`config.mk`:
```
export PLATFORM = sky130hd
export DESIGN_NAME = pflash_front
export DESIGN_NICKNAME = d
export VERILOG_FILES = /design/src/rtl/pff_pkg.sv /design/src/rtl/pff_sync.sv /design/src/rtl/pff_wlatch.sv /design/src/rtl/pff_prot.sv /design/src/rtl/pff_array.sv /design/src/rtl/pflash_front.sv
export SDC_FILE = /design/constraint.sdc
export NUM_CORES = 1
export LEC_CHECK = 0
export ABC_CLOCK_PERIOD_IN_PS = 12650
export BUFFER_PORTS_ARGS = -buffer_cell sky130_fd_sc_hd__buf_2
export CORE_UTILIZATION = 54
export CTS_BUF_LIST = sky130_fd_sc_hd__clkbuf_16
export DETAILED_ROUTE_END_ITERATION = 7
export GPL_TIMING_DRIVEN = 1
export PLACE_DENSITY = 0.73
export SLEW_MARGIN = 20
export SYNTH_ARGS = -nofsm -noshare
export SYNTH_HDL_FRONTEND = slang
export SYNTH_SLANG_ARGS = --single-unit
export TNS_END_PERCENT = 100
```
`constraint.sdc`:
```
create_clock -name clk -period 12.65 [get_ports clk]
set_input_delay 0 -clock clk [delete_from_list [all_inputs] [get_ports clk]]
set_output_delay 0 -clock clk [all_outputs]
set_load 0.05 [all_outputs]
```
`src/rtl/pff_pkg.sv`:
```
package pff_pkg;

  typedef enum logic [1:0] {
    BUS_STANDBY = 2'd0,
    BUS_QUIET   = 2'd1,
    BUS_READ    = 2'd2,
    BUS_WRITE   = 2'd3
  } bus_mode_e;

  // Decode of the three active-low controls; an illegal both-low
  // combination is treated as quiet (no drive, no write).
  function automatic bus_mode_e decode_bus(input logic ce_n,
                                           input logic oe_n,
                                           input logic we_n);
    bus_mode_e m;
    if (ce_n)                m = BUS_STANDBY;
    else if (!oe_n && we_n)  m = BUS_READ;
    else if (oe_n && !we_n)  m = BUS_WRITE;
    else                     m = BUS_QUIET;
    return m;
  endfunction

endpackage

```
`src/rtl/pff_sync.sv`:
```
module pff_sync #(
  parameter int          W       = 1,
  parameter logic [W-1:0] RST_VAL = '0
) (
  input  logic         clk,
  input  logic         rst_n,
  input  logic [W-1:0] d,
  output logic [W-1:0] q
);
  logic [W-1:0] st1_q;
  logic [W-1:0] st2_q;

  for (genvar i = 0; i < W; i++) begin : g_bit
    always_ff @(posedge clk or negedge rst_n) begin
      if (!rst_n) begin
        st1_q[i] <= RST_VAL[i];
        st2_q[i] <= RST_VAL[i];
      end else begin
        st1_q[i] <= d[i];
        st2_q[i] <= st1_q[i];
      end
    end
  end

  assign q = st2_q;
endmodule

```
`src/rtl/pff_wlatch.sv`:
```
module pff_wlatch #(
  parameter int AW = 19,
  parameter int DW = 8
) (
  input  logic          clk,
  input  logic          rst_n,
  input  logic          wr_act,
  input  logic [AW-1:0] addr_s,
  input  logic [DW-1:0] data_s,
  output logic          cmd_valid,
  output logic [AW-1:0] cmd_addr,
  output logic [DW-1:0] cmd_data
);
  logic          act_q, act_d;
  logic          pend_q, pend_d;
  logic          vld_q, vld_d;
  logic [AW-1:0] addr_q, addr_d;
  logic [DW-1:0] data_q, data_d;
  logic          start, stop;

  always_comb begin
    start  = wr_act && !act_q;
    stop   = !wr_act && act_q;
    act_d  = wr_act;
    addr_d = start ? addr_s : addr_q;
    data_d = stop ? data_s : data_q;
    pend_d = stop;
    vld_d  = pend_q;
  end

  always_ff @(posedge clk or negedge rst_n) begin
    if (!rst_n) begin
      act_q  <= 1'b0;
      pend_q <= 1'b0;
      vld_q  <= 1'b0;
      addr_q <= '0;
      data_q <= '0;
    end else begin
      act_q  <= act_d;
      pend_q <= pend_d;
      vld_q  <= vld_d;
      addr_q <= addr_d;
      data_q <= data_d;
    end
  end

  assign cmd_valid = vld_q;
  assign cmd_addr  = addr_q;
  assign cmd_data  = data_q;

  AST_ADDR_HOLD: assert property (@(posedge clk) disable iff (!rst_n)
    (act_q && wr_act) |=> $stable(addr_q)) else $error("address moved mid-write");

  AST_CMD_ONE_CYCLE: assert property (@(posedge clk) disable iff (!rst_n)
    vld_q |=> !vld_q) else $error("strobe wider than one cycle");

  AST_CMD_AFTER_CAPTURE: assert property (@(posedge clk) disable iff (!rst_n)
    $rose(vld_q) |-> $past(pend_q)) else $error("strobe without capture");
endmodule

```
`src/rtl/pff_prot.sv`:
```
module pff_prot #(
  parameter int BLK_W = 3,
  localparam int NBLK = 1 << BLK_W
) (
  input  logic             clk,
  input  logic             rst_n,
  input  logic             set_i,
  input  logic             clr_i,
  input  logic [BLK_W-1:0] blk_i,
  output logic [NBLK-1:0]  prot_o
);
  logic [NBLK-1:0] prot_q, prot_d;

  for (genvar b = 0; b < NBLK; b++) begin : g_blk
    always_comb begin
      prot_d[b] = prot_q[b];
      if (blk_i == BLK_W'(b)) begin
        if (set_i)      prot_d[b] = 1'b1;
        else if (clr_i) prot_d[b] = 1'b0;
      end
    end
  end

  always_ff @(posedge clk or negedge rst_n) begin
    if (!rst_n) prot_q <= '0;
    else        prot_q <= prot_d;
  end

  assign prot_o = prot_q;

  AST_SET_TAKES: assert property (@(posedge clk) disable iff (!rst_n)
    set_i |=> prot_q[$past(blk_i)]) else $error("set lost");

  AST_CLR_TAKES: assert property (@(posedge clk) disable iff (!rst_n)
    (clr_i && !set_i) |=> !prot_q[$past(blk_i)]) else $error("clear lost");
endmodule

```
`src/rtl/pff_array.sv`:
```
module pff_array #(
  parameter int AW = 4,
  parameter int DW = 8,
  localparam int NWORD = 1 << AW
) (
  input  logic          clk,
  input  logic          rst_n,
  input  logic          wr_en,
  input  logic          wr_blocked,
  input  logic [AW-1:0] wr_idx,
  input  logic [DW-1:0] wr_data,
  input  logic [AW-1:0] rd_idx,
  output logic [DW-1:0] rd_data
);
  logic [DW-1:0] mem_q [NWORD];

  for (genvar i = 0; i < NWORD; i++) begin : g_word
    logic [DW-1:0] nxt;
    always_comb begin
      nxt = mem_q[i];
      if (wr_en && !wr_blocked && (wr_idx == AW'(i)))
        nxt = mem_q[i] & wr_data;
    end
    always_ff @(posedge clk or negedge rst_n) begin
      if (!rst_n) mem_q[i] <= '1;
      else        mem_q[i] <= nxt;
    end
  end

  assign rd_data = mem_q[rd_idx];

  AST_BLOCKED_KEEPS: assert property (@(posedge clk) disable iff (!rst_n)
    (wr_en && wr_blocked) |=> (mem_q[$past(wr_idx)] == $past(mem_q[wr_idx])))
    else $error("protected byte changed");

  AST_ONLY_CLEARS: assert property (@(posedge clk) disable iff (!rst_n)
    wr_en |=> ((mem_q[$past(wr_idx)] & ~$past(mem_q[wr_idx])) == '0))
    else $error("bit set by programming");
endmodule

```
`src/rtl/pflash_front.sv`:
```
module pflash_front
  import pff_pkg::*;
#(
  parameter int         ADDR_W   = 19,
  parameter int         DATA_W   = 8,
  parameter int         BLK_W    = 3,
  parameter int         MEM_AW   = 4,
  parameter logic [7:0] MFR_CODE = 8'h20,
  parameter logic [7:0] DEV_CODE = 8'hE2
) (
  input  logic              clk,
  input  logic              rst_n,
  input  logic              ce_n,
  input  logic              oe_n,
  input  logic              we_n,
  input  logic              hv_id,
  input  logic [ADDR_W-1:0] addr,
  input  logic [DATA_W-1:0] dq_i,
  output logic [DATA_W-1:0] dq_o,
  output logic              dq_oe,
  output logic              cmd_valid,
  output logic [ADDR_W-1:0] cmd_addr,
  output logic [DATA_W-1:0] cmd_data,
  input  logic              prot_set,
  input  logic              prot_clr,
  input  logic [BLK_W-1:0]  prot_blk
);
  localparam int NBLK  = 1 << BLK_W;
  localparam int BUS_W = ADDR_W + DATA_W;

  // reset: asserted asynchronously, released on the clock
  logic [1:0] rst_sync_q;
  logic       rst_int_n;
  always_ff @(posedge clk or negedge rst_n) begin
    if (!rst_n) rst_sync_q <= 2'b00;
    else        rst_sync_q <= {rst_sync_q[0], 1'b1};
  end
  assign rst_int_n = rst_sync_q[1];

  // pin synchronisers; idle controls reset to inactive
  logic [3:0] ctl_s;
  pff_sync #(.W(4), .RST_VAL(4'b0111)) u_ctl_sync (
    .clk(clk), .rst_n(rst_int_n),
    .d({hv_id, we_n, oe_n, ce_n}), .q(ctl_s)
  );

  logic [BUS_W-1:0] bus_s;
  pff_sync #(.W(BUS_W), .RST_VAL('0)) u_bus_sync (
    .clk(clk), .rst_n(rst_int_n),
    .d({addr, dq_i}), .q(bus_s)
  );

  logic              ce_s, oe_s, we_s, hv_s;
  logic [ADDR_W-1:0] addr_s;
  logic [DATA_W-1:0] data_s;
  assign {hv_s, we_s, oe_s, ce_s} = ctl_s;
  assign {addr_s, data_s}         = bus_s;

  bus_mode_e mode;
  logic      wr_act;
  always_comb begin
    mode   = decode_bus(ce_s, oe_s, we_s);
    wr_act = (mode == BUS_WRITE);
  end

  pff_wlatch #(.AW(ADDR_W), .DW(DATA_W)) u_wlatch (
    .clk(clk), .rst_n(rst_int_n), .wr_act(wr_act),
    .addr_s(addr_s), .data_s(data_s),
    .cmd_valid(cmd_valid), .cmd_addr(cmd_addr), .cmd_data(cmd_data)
  );

  logic [NBLK-1:0] prot_vec;
  pff_prot #(.BLK_W(BLK_W)) u_prot (
    .clk(clk), .rst_n(rst_int_n),
    .set_i(prot_set), .clr_i(prot_clr), .blk_i(prot_blk),
    .prot_o(prot_vec)
  );

  logic [DATA_W-1:0] arr_rd;
  logic              wr_blocked;
  assign wr_blocked = prot_vec[cmd_addr[ADDR_W-1 -: BLK_W]];

  pff_array #(.AW(MEM_AW), .DW(DATA_W)) u_array (
    .clk(clk), .rst_n(rst_int_n),
    .wr_en(cmd_valid), .wr_blocked(wr_blocked),
    .wr_idx(cmd_addr[MEM_AW-1:0]), .wr_data(cmd_data),
    .rd_idx(addr_s[MEM_AW-1:0]), .rd_data(arr_rd)
  );

  // read source selection
  logic [DATA_W-1:0] id_byte;
  always_comb begin
    case ({addr_s[6], addr_s[1], addr_s[0]})
      3'b000:  id_byte = DATA_W'(MFR_CODE);
      3'b001:  id_byte = DATA_W'(DEV_CODE);
      3'b010:  id_byte = DATA_W'(prot_vec[addr_s[ADDR_W-1 -: BLK_W]]);
      default: id_byte = '0;
    endcase
  end

  assign dq_o  = hv_s ? id_byte : arr_rd;
  assign dq_oe = (mode == BUS_READ);

  AST_STANDBY_RELEASED: assert property (@(posedge clk) disable iff (!rst_int_n)
    ce_s |-> !dq_oe) else $error("bus driven in standby");

  AST_WRITE_RELEASED: assert property (@(posedge clk) disable iff (!rst_int_n)
    wr_act |-> !dq_oe) else $error("bus driven in write");

  AST_STROBE_NEEDS_WRITE: assert property (@(posedge clk) disable iff (!rst_int_n)
    cmd_valid |-> !wr_act) else $error("strobe during active write");
endmodule

```
==> summary.txt, run 1 <==
Outcome
  – Outcome: complete, no violations

Cells and area
  – Most common cell after layout, fill and taps aside: dfstp_2
  – Layout Cells excl Fill: 942
  – Ratio of cells with drive above 1 in the final layout: 44.1%
  – ANT cells: 0
  – Area growth syn-to-layout: 19.4%
  – Nets: 747
  – Most frequent cells in the layout: dfstp_2 (134), a21boi_0 (121), dfrtp_1 (94)
  – Design Area, Final: 0.0107 mm^2

Power and ir drop
  – Pwr dens: 168 mW/mm^2
  – Max VDD drop: 0.132 mV
  – Leak Pwr: 0.00438 uW
  – Pwr Total: 1800 uW

Logic synthesis
  – Simple-gate share of the synthesized area: 4.69%
  – Synth Register Bits: 230
  – Async S/R FF share, synth: 100%
  – Multiplexer share of the synthesized area: 13.7%
  – Synth Flop Type: dfstp_2
  – Post-synthesis compound-gate area fraction: 13.0%
  – Sequential area share after synthesis: 66.0%
  – Cells after synthesis: 591
  – Post-Synthesis Cell Area: 0.00897 mm^2
  – Yosys warns: 0
  – Largest family of logic cells by synthesized area: multiplexers
  – Adder-Cell Fraction of Synth Area: 0.140%
  – Syn_area_per_cell: 15.2 um^2
  – EDFF count, synth: 0
  – Synth Net Count: 630
  – XOR/XNOR share of the synthesized area: 0%
  – Library cells used by synthesis: 42

Route
  – DR iter-0 viols: 397
  – Remaining antenna violation count after routing: 0
  – DRC: 0
  – Vias: 5406
  – DRT Pass-1 Iters: 5
  – WL/cell: 20.2 um
  – Vias per std cell: 5.74
  – Total wire length: 19000 um

Placement
  – Dpl hpwl: 11600 um
  – Placed Instance Area: 0.00945 mm^2
  – RD Place Congestion: 0.791
  – Port bufs: 74
  – Placed Cells: 854

Floorplanning
  – Core Area: 0.0161 mm^2
  – Die ar.: 0.0171 mm^2
  – Die X-Extent: 131 um
  – # IOs: 75
  – Initial Util: 55.9%
  – Rows: 46
  – Die H: 131 um

Clock tree
  – Post-CTS setup buffers: 0
  – CTS buffer count: 24
  – TritonCTS clock tree: built
  – H-tree levels: 1
  – CTS Sinks: 230
  – Max Root-Sink Buffers: 3
  – Skew-Pair Late Insertion Delay: 510 ps
  – CTS Hold Bufs: 44
  – Post-cts sizing count: 0
  – Clock Tree Root: clkbuf_16
  – Worst-path clk slew: 60 ps

STA
  – Final min period: 3060 ps
  – Final hold violations: 0
  – Actual slew at the worst max-slew pin: 1060 ps
  – Slew Limit Fails: 0
  – Clk_skew: 6.83 ps
  – Finish-stage setup viols: 0
  – Max Clk Rate: 327 MHz
  – Setup TNS: 0 ps
  – Final Hold Slack: 129 ps
  – Tcrit/Tclk final: 24.2%
  – RSZ-0062 raised after global routing: no
  – Max_slew headroom: 29.2%

Critical path
  – CP Data Arrival Time: 3060 ps
  – Worst setup path class: reg2out
  – Startpoint class of the critical path: register
  – Worst endpoint required time: 12650 ps
  – CP Max Fanout: 36
  – CP Capture Type: output port

Global route
  – Gr ovfl total: 0
  – Antenna violations before repair: 0
  – Vias in the first global route: 5920
  – All-Layer GR Usage: 24.2%
  – Largest net degree at the start of global routing: 82
  – First-pass GRT wire length: 31300 um

Run
  – Max_cap viols: 0

Min path
  – Worst hold path class: in2reg
-- layer usage --
| layer | global-route usage (%) | routed length (um) |
|---|---|---|
| met1 | 32.4 | 8180 |
| met2 | 41.6 | 9700 |
| met3 | 3.14 | 755 |
| met4 | 7.03 | 356 |
| met5 | 0 | 0 |
-- state kept, by name, summed over array words and instances (netlist names) --
name,flops
u_bus_sync.q,27
u_ctl_sync.q,4
u_ctl_sync.st1_q,4
u_wlatch.cmd_valid,1
u_wlatch.act_q,1
u_wlatch.cmd_addr,19
u_bus_sync.st1_q,27
u_wlatch.pend_q,1
u_prot.prot_o,8
u_array.mem_q,128
u_wlatch.cmd_data,8
rst_sync_q,2
-- cells in the mapped netlist (2+ instances only) --
master | count | area share, %
inv_1 | 3 | 0.13
nand4_1 | 3 | 0.21
dfstp_2 | 134 | 39
o211ai_1 | 3 | 0.25
nor2b_1 | 4 | 0.28
dfrtp_1 | 96 | 27
and4b_2 | 2 | 0.25
buf_2 | 12 | 0.67
clkbuf_1 | 4 | 0.17
a21boi_0 | 121 | 10
or2_2 | 2 | 0.14
mux2_2 | 33 | 4.1
a221oi_1 | 2 | 0.20
a21boi_1 | 7 | 0.59
buf_1 | 4 | 0.17
buf_6 | 6 | 0.75
nand3b_1 | 3 | 0.25
o21ai_0 | 12 | 0.67
nand2b_1 | 8 | 0.56
nor2_1 | 38 | 1.6
o31ai_1 | 4 | 0.33
nand2_1 | 14 | 0.59
buf_4 | 6 | 0.50
nand3_1 | 5 | 0.28
mux4_2 | 28 | 7.0
a32oi_1 | 2 | 0.20
mux2i_1 | 20 | 2.2
-- final cells by class --
| class | instances | area [um^2] |
|---|---|---|
| Tap cell | 216 | 270 |
| Clock buffer | 25 | 626 |
| Timing Repair Buffer | 123 | 848 |
| Clock inverter | 19 | 193 |
| Fill cell | 1094 | 5350 |
| Inverter | 3 | 11.3 |
| Sequential cell | 230 | 5930 |
| Multi-Input combinational cell | 326 | 2830 |
-- report_power, final --
group / internal (uW) / switching (uW)
logic: 75.6 / 184
registers: 777 / 45.2
clock network: 439 / 280
-- per-stage QoR --
step / util (%) / worst slack, ps
2_1_floorplan: - / 6000
3_3_place_gp: 58.8 / 10120
3_5_place_dp: 58.8 / 10000
4_1_cts: 66.7 / 9580
5_1_grt: 66.7 / 9480
6_report: 66.7 / 9590
-- critical path, cell delays in order, from the launching register on --
cell	delay (ps)
dfrtp_2	1070
mux4_2	630
mux2_2	300
nand2_1	70
o221ai_1	190
buf_2	290
-- kinds of logic (layout without fill, tap and decap cells) --
kind of cell               Yosys count  count (layout)
other                                1               1
DFF                                230             230
adders and majority gates            1               1
AOI/OAI and AO/OA                  158             158
buffers and inverters               35             170
and+or+nand+nor                     84              84
muxes                               82              82
-- final timing paths --
check | slack (ps) | to | depth (start not counted) | startpoint
setup / recovery | 9590 | dq_o[5] | 5 | u_bus_sync.q[8]
hold / removal | 130 | u_bus_sync.st1_q[5] | 2 | dq_i[5]
setup reg to reg | 10310 | u_array.mem_q[40] | 4 | u_wlatch.cmd_addr[16]
hold reg to reg | 350 | u_bus_sync.q[12] | 0 | u_bus_sync.st1_q[12]
max in group asynchronous | 10670 | u_ctl_sync.q[3] | 1 | rst_sync_q[1]
min in group asynchronous | 340 | rst_sync_q[1] | 3 | rst_n
(Power assumes the default switching activity.)
==> run 2, diff against run 1 <==
--- a/config.mk
+++ b/config.mk
@@ -5,13 +5,13 @@
 export SDC_FILE = /design/constraint.sdc
 export NUM_CORES = 1
 export LEC_CHECK = 0
-export ABC_CLOCK_PERIOD_IN_PS = 12650
+export ABC_CLOCK_PERIOD_IN_PS = 2700
 export BUFFER_PORTS_ARGS = -buffer_cell sky130_fd_sc_hd__buf_2
-export CORE_UTILIZATION = 54
+export CORE_UTILIZATION = 53
 export CTS_BUF_LIST = sky130_fd_sc_hd__clkbuf_16
 export DETAILED_ROUTE_END_ITERATION = 7
 export GPL_TIMING_DRIVEN = 1
-export PLACE_DENSITY = 0.73
+export PLACE_DENSITY = 0.75
 export SLEW_MARGIN = 20
 export SYNTH_ARGS = -nofsm -noshare
 export SYNTH_HDL_FRONTEND = slang
==> constraint.sdc (replaced) <==
create_clock -name clk -period 2.7 [get_ports clk]
set_input_delay 0 -clock clk [delete_from_list [all_inputs] [get_ports clk]]
set_output_delay 0 -clock clk [all_outputs]
set_load 0.05 [all_outputs]
==> run 2 against run 1 <==
- via count rose by 1.1%
- utilization shrank 0.89 points
- clock power rose to 4.5 times the previous value
- critical endpoint is now dq_o[6]
- largest cell class unchanged
==> summary.txt, run 2 (same netlist as run 1, synthesis figures left out) <==
STA
  – Final hold violations: 0 (unchanged)
  – Setup TNS: 0 ps (unchanged)
  – Actual slew at the worst max-slew pin: 783 ps (-279 ps)
  – Tcrit/Tclk final: 94.9%
  – Final min period: 2560 ps
  – RSZ-0062 raised after global routing: no
  – Max_slew headroom: 47.8% (+19 points)
  – Fin worst setup slack: 137 ps (-9460 ps)
  – Max Clk Rate: 390 MHz
  – Finish-stage setup viols: 0 (unchanged)
  – Clk_skew: 14.8 ps (+7.93 ps)
  – Slew Limit Fails: 0 (unchanged)

Route
  – DR iter-0 viols: 327 (-18%)
  – Total wire length: 19300 um (+1.7%)
  – Vias: 5463 (+1.1%)
  – DRT Pass-1 Iters: 5 (unchanged)
  – WL/cell: 20.1 um (-0.34%)
  – Vias per std cell: 5.68 (-0.94%)
  – DRC: 0 (unchanged)
  – Remaining antenna violation count after routing: 0 (unchanged)

Critical path
  – Slowest Stage Delay on Critical Path: 720 ps (-350 ps)
  – Worst setup path class: reg2out
  – Cells along the critical path: mux2i_1 -> mux4_2 -> a221oi_1 -> buf_2
  – Startpoint class of the critical path: register
  – Worst endpoint required time: 2700 ps (-9950 ps)
  – CP Max Fanout: 13 (-64%)
  – Buf/Inv on CP: 1 (unchanged)
  – CP Data Arrival Time: 2560 ps (-500 ps)
  – CP Capture Type: output port
  – Slowest CP cell: dfrtp_1
  – Crit path max-delay family: flip-flops

Clock tree
  – CTS Sinks: 230 (unchanged)
  – Max Root-Sink Buffers: 3 (unchanged)
  – Clock Tree Root: clkbuf_16
  – TritonCTS clock tree: built
  – Skew-Pair Late Insertion Delay: 500 ps (about the same)
  – CTS buffer count: 24 (unchanged)
  – Worst-path clk slew: 60 ps (about the same)
  – H-tree levels: 1 (unchanged)

Placement
  – RD Place Congestion: 0.795 (+0.53%)
  – Port bufs: 74 (unchanged)
  – Dpl hpwl: 11900 um (+2.9%)
  – Placed Instance Area: 0.00963 mm^2 (+1.9%)
  – Post-Place Worst Slack: 462 ps (-9540 ps)

Floorplanning
  – # IOs: 75 (unchanged)
  – Core Area: 0.0165 mm^2 (+2.9%)
  – Die X-Extent: 132 um (+0.92%)
  – Rows: 47 (+2.2%)
  – Die H: 132 um (+0.92%)
  – Initial Util: 54.3% (-1.6 points)
  – Die ar.: 0.0174 mm^2 (+1.9%)

Global route
  – Largest net degree at the start of global routing: 58 (-29%)
  – Vias in the first global route: 5836 (-1.4%)
  – Gr ovfl total: 0 (unchanged)
  – All-Layer GR Usage: 23.2% (-0.97 points)
  – First-pass GRT wire length: 31500 um (+0.68%)
  – Antenna violations before repair: 0 (unchanged)

Cells and area
  – ANT cells: 0 (unchanged)
  – Ratio of cells with drive above 1 in the final layout: 44.0% (-0.083 points)
  – Most common cell after layout, fill and taps aside: dfstp_2
  – Max FFs per register: 128 (unchanged)
  – Reg with most FFs: u_array.mem_q
  – Area growth syn-to-layout: 21.2%
  – Most frequent cells in the layout: dfstp_2 (134), a21boi_0 (121), dfrtp_1 (94)
  – Nets: 762 (+2.0%)
  – Design Area, Final: 0.0109 mm^2 (+1.5%)

Power and ir drop
  – Max VDD drop: 0.737 mV (+460%)
  – Leak Pwr: 0.00448 uW (+2.4%)
  – Pwr dens: 766 mW/mm^2 (+360%)

Outcome
  – Outcome: complete, no violations

Run
  – Max_cap viols: 0 (unchanged)

Min path
  – Worst hold path class: in2reg
## run 2: cell count changes in the layout (fill, tap and decap cells not counted), sizes merged
cell,previous run,this run
inv,7,13
buf,79,93
clkinv,10,6
dlygate4sd3,44,45
bufinv,4,3
clkinvlp,1,0
## run 2: metrics by stage
| stage | utilization (%) | std cells | total power [uW] | hold WS, ps |
|---|---|---|---|---|
| 4_1_cts | 65.7 | 960 | 8370 | 120 |
| 5_1_grt | 65.8 | 961 | 8630 | 119 |
| 3_5_place_dp | 58.3 | 871 | 5070 | -213 |
| 3_3_place_gp | 58.3 | 871 | 5030 | -214 |
| 6_report | 65.8 | 961 | 8330 | 136 |
| 2_1_floorplan | - | 591 | 4680 | -296 |
## run 2: cell type report
| cell class | count | area (um^2) |
|---|---|---|
| sequential | 230 | 5930 |
| tap | 220 | 275 |
| fill | 1108 | 5650 |
| clock buffer | 25 | 626 |
| timing repair buffer | 138 | 1050 |
| inverter | 3 | 11.3 |
| clock inverter | 19 | 154 |
| multi-input combinational | 326 | 2830 |
## run 2: worst reg2reg max path: stages (launching register included)
cell and delay, ps:
dfrtp_1 410, mux4_1 580, mux2i_1 280, and4b_2 270, buf_4 330, a21boi_0 200
## run 2: power breakdown
group | internal (uW) | total [uW] | switching (uW) | leakage, uW
combinational | 384 | 1250 | 864 | 0.00155
clock | 1950 | 3220 | 1280 | 0.000420
sequential | 3640 | 3850 | 210 | 0.00251
## run 2: metal layers
layer,track usage [%],vias up,share of wire [%]
met4,6.33,0,1.9
met5,0,-,0
met2,38.5,161,49
met1,32.1,2863,43
li1,-,2412,-
met3,3.77,27,5.2
## run 2: what timing repair did
action	CTS	global route
resized for setup	1	0
setup endpoints to repair	2	1
hold buffers	45	0
buffers inserted	0	1
cloned	0	0
endpoints found under the hold margin	41	0
## run 2: path summary, 6_finish.rpt
check	from	end	slack [ps]	cells after the start
setup / recovery	u_bus_sync.q[10]	dq_o[6]	140	4
hold / removal	dq_i[7]	u_bus_sync.st1_q[7]	140	2
setup reg to reg	u_wlatch.cmd_addr[16]	u_array.mem_q[66]	530	5
hold reg to reg	u_bus_sync.st1_q[14]	u_bus_sync.q[14]	340	0
max in group asynchronous	rst_sync_q[1]	u_ctl_sync.st1_q[1]	1530	1
min in group asynchronous	rst_n	rst_sync_q[1]	350	3
